===== config.mk =====
export PLATFORM = sky130hd
export DESIGN_NAME = rxtx_wdma_arb
export DESIGN_NICKNAME = d
export VERILOG_FILES = /design/src/rtl/rxtx_arb_pkg.sv /design/src/rtl/rxtx_weight_ctr.sv /design/src/rtl/rxtx_pick.sv /design/src/rtl/rxtx_grant_fsm.sv /design/src/rtl/rxtx_wdma_arb.sv
export SDC_FILE = /design/constraint.sdc
export NUM_CORES = 1
export LEC_CHECK = 0
export CAP_MARGIN = 15
export CORE_AREA = 2 2 39 41
export CTS_CLUSTER_SIZE = 30
export DETAILED_ROUTE_END_ITERATION = 12
export DIE_AREA = 0 0 41 43
export GPL_ROUTABILITY_DRIVEN = 0
export REMOVE_ABC_BUFFERS = 1
export SLEW_MARGIN = 20
export SYNTH_ARGS = -nofsm -noshare
export SYNTH_HDL_FRONTEND = slang
export SYNTH_HIERARCHICAL = 1
export SYNTH_SLANG_ARGS = --single-unit

===== constraint.sdc =====
create_clock -name clk_i -period 3.2 [get_ports clk_i]
set_input_delay 0.96 -clock clk_i [delete_from_list [all_inputs] [get_ports clk_i]]
set_output_delay 0.96 -clock clk_i [all_outputs]
set_load 0.05 [all_outputs]

===== src/rtl/rxtx_arb_pkg.sv =====
package rxtx_arb_pkg;
  typedef enum logic [1:0] {
    OWN_NONE = 2'd0,
    OWN_RX   = 2'd1,
    OWN_TX   = 2'd2
  } owner_e;
endpackage


===== src/rtl/rxtx_weight_ctr.sv =====
module rxtx_weight_ctr #(
  parameter int RATIO_W = 2
) (
  input  logic               clk_i,
  input  logic               rst_ni,
  input  logic               clr_i,
  input  logic               rx_win_i,
  input  logic               tx_win_i,
  input  logic [RATIO_W-1:0] ratio_i,
  output logic               quota_met_o
);
  localparam int MAX_RUN = 2 ** RATIO_W;
  localparam int CNT_W   = $clog2(MAX_RUN + 1);

  logic [CNT_W-1:0] cnt_q;
  logic [CNT_W-1:0] limit;

  assign limit       = CNT_W'(ratio_i) + CNT_W'(1);
  assign quota_met_o = (cnt_q >= limit);

  always_ff @(posedge clk_i or negedge rst_ni) begin
    if (!rst_ni) begin
      cnt_q <= '0;
    end else if (clr_i || tx_win_i) begin
      cnt_q <= '0;
    end else if (rx_win_i && (cnt_q != CNT_W'(MAX_RUN))) begin
      // saturate at the largest possible quota
      cnt_q <= cnt_q + CNT_W'(1);
    end
  end
endmodule


===== src/rtl/rxtx_pick.sv =====
module rxtx_pick (
  input  logic idle_i,
  input  logic rx_req_i,
  input  logic tx_req_i,
  input  logic scheme_i,
  input  logic quota_met_i,
  output logic rx_win_o,
  output logic tx_win_o
);
  logic contend;
  logic tx_turn;

  assign contend = rx_req_i && tx_req_i;
  // transmit wins a contention only in weighted mode once the quota is used
  assign tx_turn = !scheme_i && quota_met_i;

  always_comb begin
    rx_win_o = 1'b0;
    tx_win_o = 1'b0;
    if (idle_i) begin
      if (contend) begin
        rx_win_o = !tx_turn;
        tx_win_o = tx_turn;
      end else begin
        rx_win_o = rx_req_i;
        tx_win_o = tx_req_i;
      end
    end
  end
endmodule


===== src/rtl/rxtx_grant_fsm.sv =====
module rxtx_grant_fsm
  import rxtx_arb_pkg::*;
(
  input  logic clk_i,
  input  logic rst_ni,
  input  logic soft_rst_i,
  input  logic rx_win_i,
  input  logic tx_win_i,
  input  logic rx_done_i,
  input  logic tx_done_i,
  output logic idle_o,
  output logic rx_gnt_o,
  output logic tx_gnt_o
);
  owner_e own_q, own_d;

  always_comb begin
    own_d = own_q;
    unique case (own_q)
      OWN_NONE: begin
        if (rx_win_i)      own_d = OWN_RX;
        else if (tx_win_i) own_d = OWN_TX;
      end
      OWN_RX:  if (rx_done_i) own_d = OWN_NONE;
      OWN_TX:  if (tx_done_i) own_d = OWN_NONE;
      default: own_d = OWN_NONE;
    endcase
    if (soft_rst_i) own_d = OWN_NONE;
  end

  always_ff @(posedge clk_i or negedge rst_ni) begin
    if (!rst_ni) own_q <= OWN_NONE;
    else         own_q <= own_d;
  end

  assign idle_o   = (own_q == OWN_NONE);
  assign rx_gnt_o = (own_q == OWN_RX);
  assign tx_gnt_o = (own_q == OWN_TX);
endmodule


===== src/rtl/rxtx_wdma_arb.sv =====
module rxtx_wdma_arb #(
  parameter int RATIO_W = 2
) (
  input  logic               clk_i,
  input  logic               rst_ni,
  input  logic               soft_rst_i,
  input  logic               scheme_i,
  input  logic [RATIO_W-1:0] ratio_i,
  input  logic               rx_req_i,
  input  logic               tx_req_i,
  input  logic               rx_done_i,
  input  logic               tx_done_i,
  output logic               rx_gnt_o,
  output logic               tx_gnt_o
);
  logic idle;
  logic quota_met;
  logic rx_win;
  logic tx_win;
  logic rx_take;
  logic tx_take;

  // a decision only counts when it is not cancelled by the soft reset
  assign rx_take = rx_win && !soft_rst_i;
  assign tx_take = tx_win && !soft_rst_i;

  rxtx_pick u_pick (
    .idle_i      (idle),
    .rx_req_i    (rx_req_i),
    .tx_req_i    (tx_req_i),
    .scheme_i    (scheme_i),
    .quota_met_i (quota_met),
    .rx_win_o    (rx_win),
    .tx_win_o    (tx_win)
  );

  rxtx_weight_ctr #(.RATIO_W(RATIO_W)) u_wctr (
    .clk_i       (clk_i),
    .rst_ni      (rst_ni),
    .clr_i       (soft_rst_i),
    .rx_win_i    (rx_take),
    .tx_win_i    (tx_take),
    .ratio_i     (ratio_i),
    .quota_met_o (quota_met)
  );

  rxtx_grant_fsm u_fsm (
    .clk_i      (clk_i),
    .rst_ni     (rst_ni),
    .soft_rst_i (soft_rst_i),
    .rx_win_i   (rx_win),
    .tx_win_i   (tx_win),
    .rx_done_i  (rx_done_i),
    .tx_done_i  (tx_done_i),
    .idle_o     (idle),
    .rx_gnt_o   (rx_gnt_o),
    .tx_gnt_o   (tx_gnt_o)
  );
endmodule


==> flow_summary.ini, run 1 <==
[cts]
clkTransAtPathRegs_ps = 40
post_cts.repair.setup_buffers = 0
cts_resized = 0
clockBufferDepth = 2
clkSinkCount = 5
cts-root-buf = clkbuf_4
clock_latency_ps = 240
cts_max_level = 1
cts_hold_buf = 0
cts_tree = yes
cts_buffers = 3

[drt]
wire_per_inst_um = 9.83
vias = 350
drt_pass1_iterations = 4
drt_iter0_markers = 8
totalWireLength_um = 757
ant_nets = 0
drc = 0
via_per_inst = 4.55

[grt]
grtUsageMet1 = 0.128
gr-total-overflow = 0
grtUsageTotal = 0.106
top_usage_layer = met2
antenna_found_initial = 0
grtUsageMet2 = 0.150
grt_max_degree = 8
grt_first_pass_wirelength_um = 1220
grt_pass1_vias = 315
use_met3 = 0.0628

[die]
io_pins = 12
num_rows = 14
die_area_mm2 = 0.00176
coreArea_mm2 = 0.00138
start_util = 0.304
die_h_um = 43
dieWidth_um = 41

[job]
maxCapViolCount = 0

[setup_path]
cp-start-kind = input pin
rr_worst_depth = 10
r2r-start = u_wctr/cnt_q[0]
rr_endpoint = u_wctr/cnt_q[1]
critical_path_class = input pin to flop
cp-end-kind = flop
worstPathRequired_ps = 3360
worstPathArrival_ps = 3170
cp_max_fo = 3
worst-r2r-setup-slack_ps = 1090

[power_and_ir_drop]
ir_drop_mv = 0.241
p_int_uw = 153
leakage_nw = 0.280
power_frac_comb = 0.325
power_density_mw_per_mm2 = 367
p_sw_uw = 64.5
clockPowerShare = 0.337
swShare = 0.297
p_seq_frac = 0.338

[synth]
synth-seq-area-share = 0.298
synth_seq_cells = 5
syn_area_um2 = 420
yosysWarnings = 6
synth_flop_cell = dfrtp_1
ys_types = 21
syn_avg_cell_area_um2 = 9.55
async_reset_ff_frac = 1.00
synth_enable_flop_cells = 0
syn_inst = 44

[timing]
finalClockSkew_ps = 1.00
grt_setup_unrepaired = no
maxSlewViolCount = 0
final-setup-viol-count = 0
tightest_slew_ps = 499
timing.fmax_ghz = 0.332
finalWorstSetupSlack_ps = 191
relSlewSlack = 0.667
timing.final.crit_share = 0.940
hold_viol = 0
finalSetupTns_ps = 0
layout_min_cycle_time_ps = 3010

[worst_hold_path]
whs_endpoint = u_fsm/own_q[1]
min_path_cells = 1
hp-start = u_fsm/own_q[0]
hold_class = flop to flop

[placed_design]
portBuffers = 11
place_hpwl_um = 616
place_area_um2 = 566
post-place-ws_ps = -78.8
dp.cells = 73

[finish]
drive_above_1_share = 0.164
layout.cells.non_filler = 77
final_core_util = 0.428
syn2layout_area_growth_pct = 40.8
fin_nets = 78
final_cell_area_um2 = 592
antenna_cells = 0

[status]
status = completed
-- critical path: stages --
cell and delay [ps]:
clkdlybuf4s50_1 420, ha_1 280, inv_1 40, ha_1 250, o21ai_0 80, a21oi_1 240, nand2b_4 70, o211a_1 230
or3b_1 390, a211oi_2 210
-- registers in the layout, summed over array words and instances (netlist names) --
name,count
u_wctr/cnt_q,3
u_fsm/own_q,2
-- placed cells by master (no fill, tap or decap), types with 2 or more instances in the layout --
cell	synthesis	routed
nor3_1	2	2
nor2b_1	2	2
clkbuf_4	0	3
ha_1	6	6
inv_1	7	7
clkdlybuf4s50_1	0	11
dfrtp_1	5	5
buf_4	0	2
nor2_1	4	4
a21oi_1	3	3
and2b_2	2	2
-- final cells by class --
class,count,area (um^2)
inverters,7,26.3
flip-flops and latches,5,125
clock buffers,4,26.3
well taps,16,20.0
repair buffers,13,125
multi-input cells,32,269
fillers,142,792
-- routing by layer --
metal / up-vias / part of all wire
met1: 155 / 0.49
met2: 8 / 0.42
met3: 2 / 0.073
li1: 185 / -
met4: 0 / 0.013
met5: - / 0
-- Yosys cell counts, drive strengths merged (2+ instances only) --
cell | number | area, um^2
dfrtp | 5 | 125
nor2 | 4 | 15.0
and2b | 2 | 17.5
ha | 6 | 75.1
inv | 7 | 26.3
a21oi | 3 | 15.0
nor3 | 2 | 10.0
nor2b | 2 | 12.5
-- power groups by stage --
stage / sequential [mW] / clock, mW / combinational (mW)
after floorplan: 0.0728 / 0 / 0.0435
after global placement: 0.0741 / 0 / 0.0705
after detailed placement: 0.0743 / 0 / 0.0716
after CTS: 0.0734 / 0.0758 / 0.0721
after global routing: 0.0743 / 0.0839 / 0.0781
final: 0.0735 / 0.0731 / 0.0706
-- cell families after synthesis --
| kind of cell | after synthesis | share of synthesized area |
|---|---|---|
| buf+inv | 7 | 0.0625 |
| fa+ha+maj | 6 | 0.179 |
| simple gates | 16 | 0.250 |
| mux | 1 | 0.0238 |
| flops | 5 | 0.298 |
| xor+xnor | 1 | 0.0208 |
| compound gates | 8 | 0.167 |
-- worst max-delay path by stage --
stage                     startpoint              end  depth (start not counted)
final                     ratio_i[0]   u_fsm/own_q[1]                         10
after global routing      ratio_i[0]  u_wctr/cnt_q[0]                         12
after CTS                 ratio_i[0]   u_fsm/own_q[1]                         10
after detailed placement  ratio_i[0]   u_fsm/own_q[1]                         10
after global placement    ratio_i[0]   u_fsm/own_q[1]                         10
after floorplan           ratio_i[0]   u_fsm/own_q[1]                          9
-- per-stage QoR --
stage	hold WS, ps	power (mW)
after CTS	516	0.221
after detailed placement	510	0.146
final	513	0.217
after global placement	503	0.145
after global routing	542	0.236
after floorplan	467	0.116
Power figures use the tool's default switching activity.
==> inputs of run 2 (changes only) <==
--- a/config.mk
+++ b/config.mk
@@ -7,6 +7,7 @@
 export LEC_CHECK = 0
 export CAP_MARGIN = 15
 export CORE_AREA = 2 2 39 41
+export CTS_BUF_LIST = sky130_fd_sc_hd__clkbuf_4
 export CTS_CLUSTER_SIZE = 30
 export DETAILED_ROUTE_END_ITERATION = 12
 export DIE_AREA = 0 0 41 43
==> flow_summary.ini, run 2 (synthesis results as in run 1) <==
[cts]
cts_tree = yes
post_cts.repair.setup_buffers = 0
cts_resized = 0
clockBufferDepth = 2
clock_latency_ps = 240
cts_hold_buf = 0
cts_max_level = 1
cts-root-buf = clkbuf_4
clkTransAtPathRegs_ps = 40
cts_buffers = 3
clkSinkCount = 5

[timing]
hold_viol = 0
finalClockSkew_ps = 1.28
finalSetupTns_ps = 0
tightest_slew_ps = 499
maxSlewViolCount = 0
layout_min_cycle_time_ps = 3010
grt_setup_unrepaired = no
timing.final.crit_share = 0.940
relSlewSlack = 0.667
worst_hold_slack_ps = 512
finalWorstSetupSlack_ps = 192
timing.fmax_ghz = 0.332
final-setup-viol-count = 0

[drt]
ant_nets = 0
via_per_inst = 4.53
totalWireLength_um = 756
wire_per_inst_um = 9.82
drt_iter0_markers = 7
vias = 349
drt_pass1_iterations = 4
drc = 0

[setup_path]
critical_path_class = input pin to flop
cp-end-kind = flop
cp-start-kind = input pin
r2r-start = u_wctr/cnt_q[0]
worst-r2r-setup-slack_ps = 1090
endpoint = u_fsm/own_q[1]
worstPathArrival_ps = 3170
rr_endpoint = u_wctr/cnt_q[1]
worstPathRequired_ps = 3360
timing.critical_path.from = ratio_i[0]
cp_max_fo = 3
rr_worst_depth = 10

[power_and_ir_drop]
ir_drop_mv = 0.223
p_int_uw = 161
clockPowerShare = 0.362
p_seq_frac = 0.326
swShare = 0.286
p_sw_uw = 64.6
leakage_nw = 0.283
power_frac_comb = 0.312
power_density_mw_per_mm2 = 379

[grt]
grt_max_degree = 8
gr-total-overflow = 0
grt_first_pass_wirelength_um = 1220
grtUsageTotal = 0.106
grt_pass1_vias = 315
antenna_found_initial = 0

[status]
status = completed

[finish]
reg_top3 = u_wctr/cnt_q x3, u_fsm/own_q x2
drive_above_1_share = 0.180
syn2layout_area_growth_pct = 41.7
layout_commonest_cell = clkdlybuf4s50_1
largest_reg_flops = 3
fin_nets = 78
antenna_cells = 0
final_core_util = 0.430
mostFrequentLayoutCells = clkdlybuf4s50_1 (11), inv_1 (7), ha_1 (6)
n_fill_cell = 143
regMostFlops = u_wctr/cnt_q
final_cell_area_um2 = 596

[placed_design]
place_area_um2 = 566
post-place-ws_ps = -78.8
portBuffers = 11
place_hpwl_um = 616

[die]
io_pins = 12
die_area_mm2 = 0.00176
start_util = 0.304
num_rows = 14
dieWidth_um = 41
coreArea_mm2 = 0.00138
die_h_um = 43

[job]
maxCapViolCount = 0

[worst_hold_path]
hold_class = flop to flop
==> run 2: changes by cell type in the layout (fill, tap and decap cells not counted) <==
| cell | delta |
|---|---|
| clkbuf_1 | -1 |
| clkbuf_4 | +1 |
==> run 2: worst max-delay path, cell delays in order <==
cell and delay (ps):
clkdlybuf4s50_1 420, ha_1 280, inv_1 40, ha_1 250, o21ai_0 80, a21oi_1 240
nand2b_4 70, o211a_1 230, or3b_1 390, a211oi_2 210
==> run 2: metal layers <==
metal / wire length (um) / up-vias / track usage
met5: 0 / - / 0
met4: 10 / 0 / 0.0400
met3: 55 / 2 / 0.0628
met2: 325 / 8 / 0.150
met1: 365 / 154 / 0.128
li1: - / 185 / -
==> run 2: through the flow <==
step | instances | total power, mW
4_1_cts | 77 | 0.230
6_report | 77 | 0.226
3_5_place_dp | 73 | 0.146
3_3_place_gp | 73 | 0.145
2_1_floorplan | 44 | 0.116
5_1_grt | 77 | 0.245
==> run 2: how the worst min path moves through the flow <==
stage | from | end | slack (ps) | depth (start not counted)
final | u_fsm/own_q[0] | u_fsm/own_q[1] | 510 | 1
after global routing | u_fsm/own_q[0] | u_fsm/own_q[1] | 540 | 1
after global placement | u_fsm/own_q[0] | u_fsm/own_q[1] | 500 | 1
after detailed placement | u_fsm/own_q[0] | u_fsm/own_q[1] | 510 | 1
after floorplan | u_fsm/own_q[0] | u_fsm/own_q[1] | 470 | 1
after CTS | u_fsm/own_q[0] | u_fsm/own_q[1] | 520 | 1
==> run 2: final cells by class <==
type / instances / area (um^2) / area share
clock buffers: 4 / 30.0 / 0.0504
inverters: 7 / 26.3 / 0.0441
multi-input cells: 32 / 269 / 0.452
flip-flops and latches: 5 / 125 / 0.210
well taps: 16 / 20.0 / 0.0336
repair buffers: 13 / 125 / 0.210
==> run 2: power groups by stage <==
stage / clock [mW] / sequential (mW) / combinational, mW
floorplan: 0 / 0.0728 / 0.0435
global placement: 0 / 0.0741 / 0.0705
detailed placement: 0 / 0.0743 / 0.0716
CTS: 0.0843 / 0.0734 / 0.0721
global route: 0.0923 / 0.0743 / 0.0780
finish: 0.0817 / 0.0735 / 0.0705
==> inputs of run 3 (changes only) <==
--- a/config.mk
+++ b/config.mk
@@ -12,6 +12,7 @@
 export DETAILED_ROUTE_END_ITERATION = 12
 export DIE_AREA = 0 0 41 43
 export GPL_ROUTABILITY_DRIVEN = 0
+export GPL_TIMING_DRIVEN = 0
 export REMOVE_ABC_BUFFERS = 1
 export SLEW_MARGIN = 20
 export SYNTH_ARGS = -nofsm -noshare
==> flow_summary.ini, run 3 (synthesis results as in run 1) <==
[timing]
finalClockSkew_ps = 3.95
finalWorstSetupSlack_ps = 161
timing.final.crit_share = 0.950
final-setup-viol-count = 0
tightest_slew_ps = 490
finalSetupTns_ps = 0
relSlewSlack = 0.672
timing.fmax_ghz = 0.329
maxSlewViolCount = 0
grt_setup_unrepaired = no
layout_min_cycle_time_ps = 3040
hold_viol = 0

[cts]
clock_latency_ps = 230
cts_max_level = 1
cts_buffers = 3
cts-root-buf = clkbuf_4
cts_resized = 0
cts_hold_buf = 0
clkTransAtPathRegs_ps = 40
cts_tree = yes
post_cts.repair.setup_buffers = 0
clockBufferDepth = 2
clkSinkCount = 5

[finish]
fin_nets = 76
drive_above_1_share = 0.153
layout_commonest_cell = clkdlybuf4s50_1
largest_reg_flops = 3
syn2layout_area_growth_pct = 38.1
reg_top3 = u_wctr/cnt_q x3, u_fsm/own_q x2
regMostFlops = u_wctr/cnt_q
layout.cells.non_filler = 75
antenna_cells = 0
mostFrequentLayoutCells = clkdlybuf4s50_1 (11), inv_1 (7), ha_1 (6)

[setup_path]
worstPathRequired_ps = 3350
r2r-start = u_wctr/cnt_q[0]
cp-end-kind = flop
worst-r2r-setup-slack_ps = 1120
rr_worst_depth = 10
critical_path_class = input pin to flop
cp-start-kind = input pin
worstPathArrival_ps = 3190
rr_endpoint = u_wctr/cnt_q[1]
cp_max_fo = 3

[grt]
gr-total-overflow = 0
grtUsageTotal = 0.0870
antenna_found_initial = 0
grt_pass1_vias = 284
grt_first_pass_wirelength_um = 1020
grt_max_degree = 8

[placed_design]
post-place-ws_ps = -104
portBuffers = 11
dp.cells = 71
place_hpwl_um = 580

[drt]
wire_per_inst_um = 9.23
drt_pass1_iterations = 2
drt_iter0_markers = 9
totalWireLength_um = 692
drc = 0
ant_nets = 0
vias = 342
via_per_inst = 4.56

[die]
dieWidth_um = 41
coreArea_mm2 = 0.00138
die_area_mm2 = 0.00176
start_util = 0.304
num_rows = 14
io_pins = 12
die_h_um = 43

[status]
status = completed

[power_and_ir_drop]
power_density_mw_per_mm2 = 374
leakage_nw = 0.273
p_total_uw = 217
ir_drop_mv = 0.215

[job]
maxCapViolCount = 0

[worst_hold_path]
hp-start = u_fsm/own_q[0]
hold_class = flop to flop
whs_endpoint = u_fsm/own_q[1]
min_path_cells = 1
## run 3: changes by cell type in the layout (fill, tap and decap cells not counted)
cell   before  now
buf_4       2    0
## run 3: per-layer routing
layer  share of wire  global-route usage  vias to the layer above
met3           0.040              0.0157                        0
met2            0.45               0.122                        5
li1                -                   -                      181
met1            0.51               0.116                      156
met5               0                   0                        -
met4               0              0.0600                        0
## run 3: layout make-up
class                      instances  area, um^2
clock buffer                       4        30.0
fill                             138         803
inverter                           7        26.3
multi-input combinational         32         269
sequential                         5         125
tap                               16        20.0
timing repair buffer              11         110
## run 3: critical path, stage by stage
cell and delay [ps]:
clkdlybuf4s50_1 430, ha_1 280, inv_1 40, ha_1 260, o21ai_0 70, a21oi_1 230, nand2b_4 70, o211a_1 240
or3b_1 390, a211oi_2 220
## run 3: worst max path at each step
| stage | startpoint | end | slack [ps] |
|---|---|---|---|
| 2_1_floorplan | ratio_i[0] | u_fsm/own_q[1] | 490 |
| 3_3_place_gp | ratio_i[0] | u_fsm/own_q[1] | -100 |
| 3_5_place_dp | ratio_i[0] | u_fsm/own_q[1] | -100 |
| 4_1_cts | ratio_i[0] | u_fsm/own_q[1] | 130 |
| 5_1_grt | ratio_i[0] | u_wctr/cnt_q[0] | 40 |
| 6_report | ratio_i[0] | u_fsm/own_q[1] | 160 |
## run 3: where the power goes
group / switching, mW / internal [mW]
logic: 0.0320 / 0.0341
registers: 0.00525 / 0.0678
clock network: 0.0223 / 0.0554
total: 0.0596 / 0.157
## run 3: through the flow
stage	hold slack (ps)	instance area [um^2]	utilization
after floorplan	467	420	-
after global placement	514	551	0.398
after detailed placement	510	551	0.398
after CTS	515	581	0.420
after global routing	554	581	0.420
final	513	581	0.420
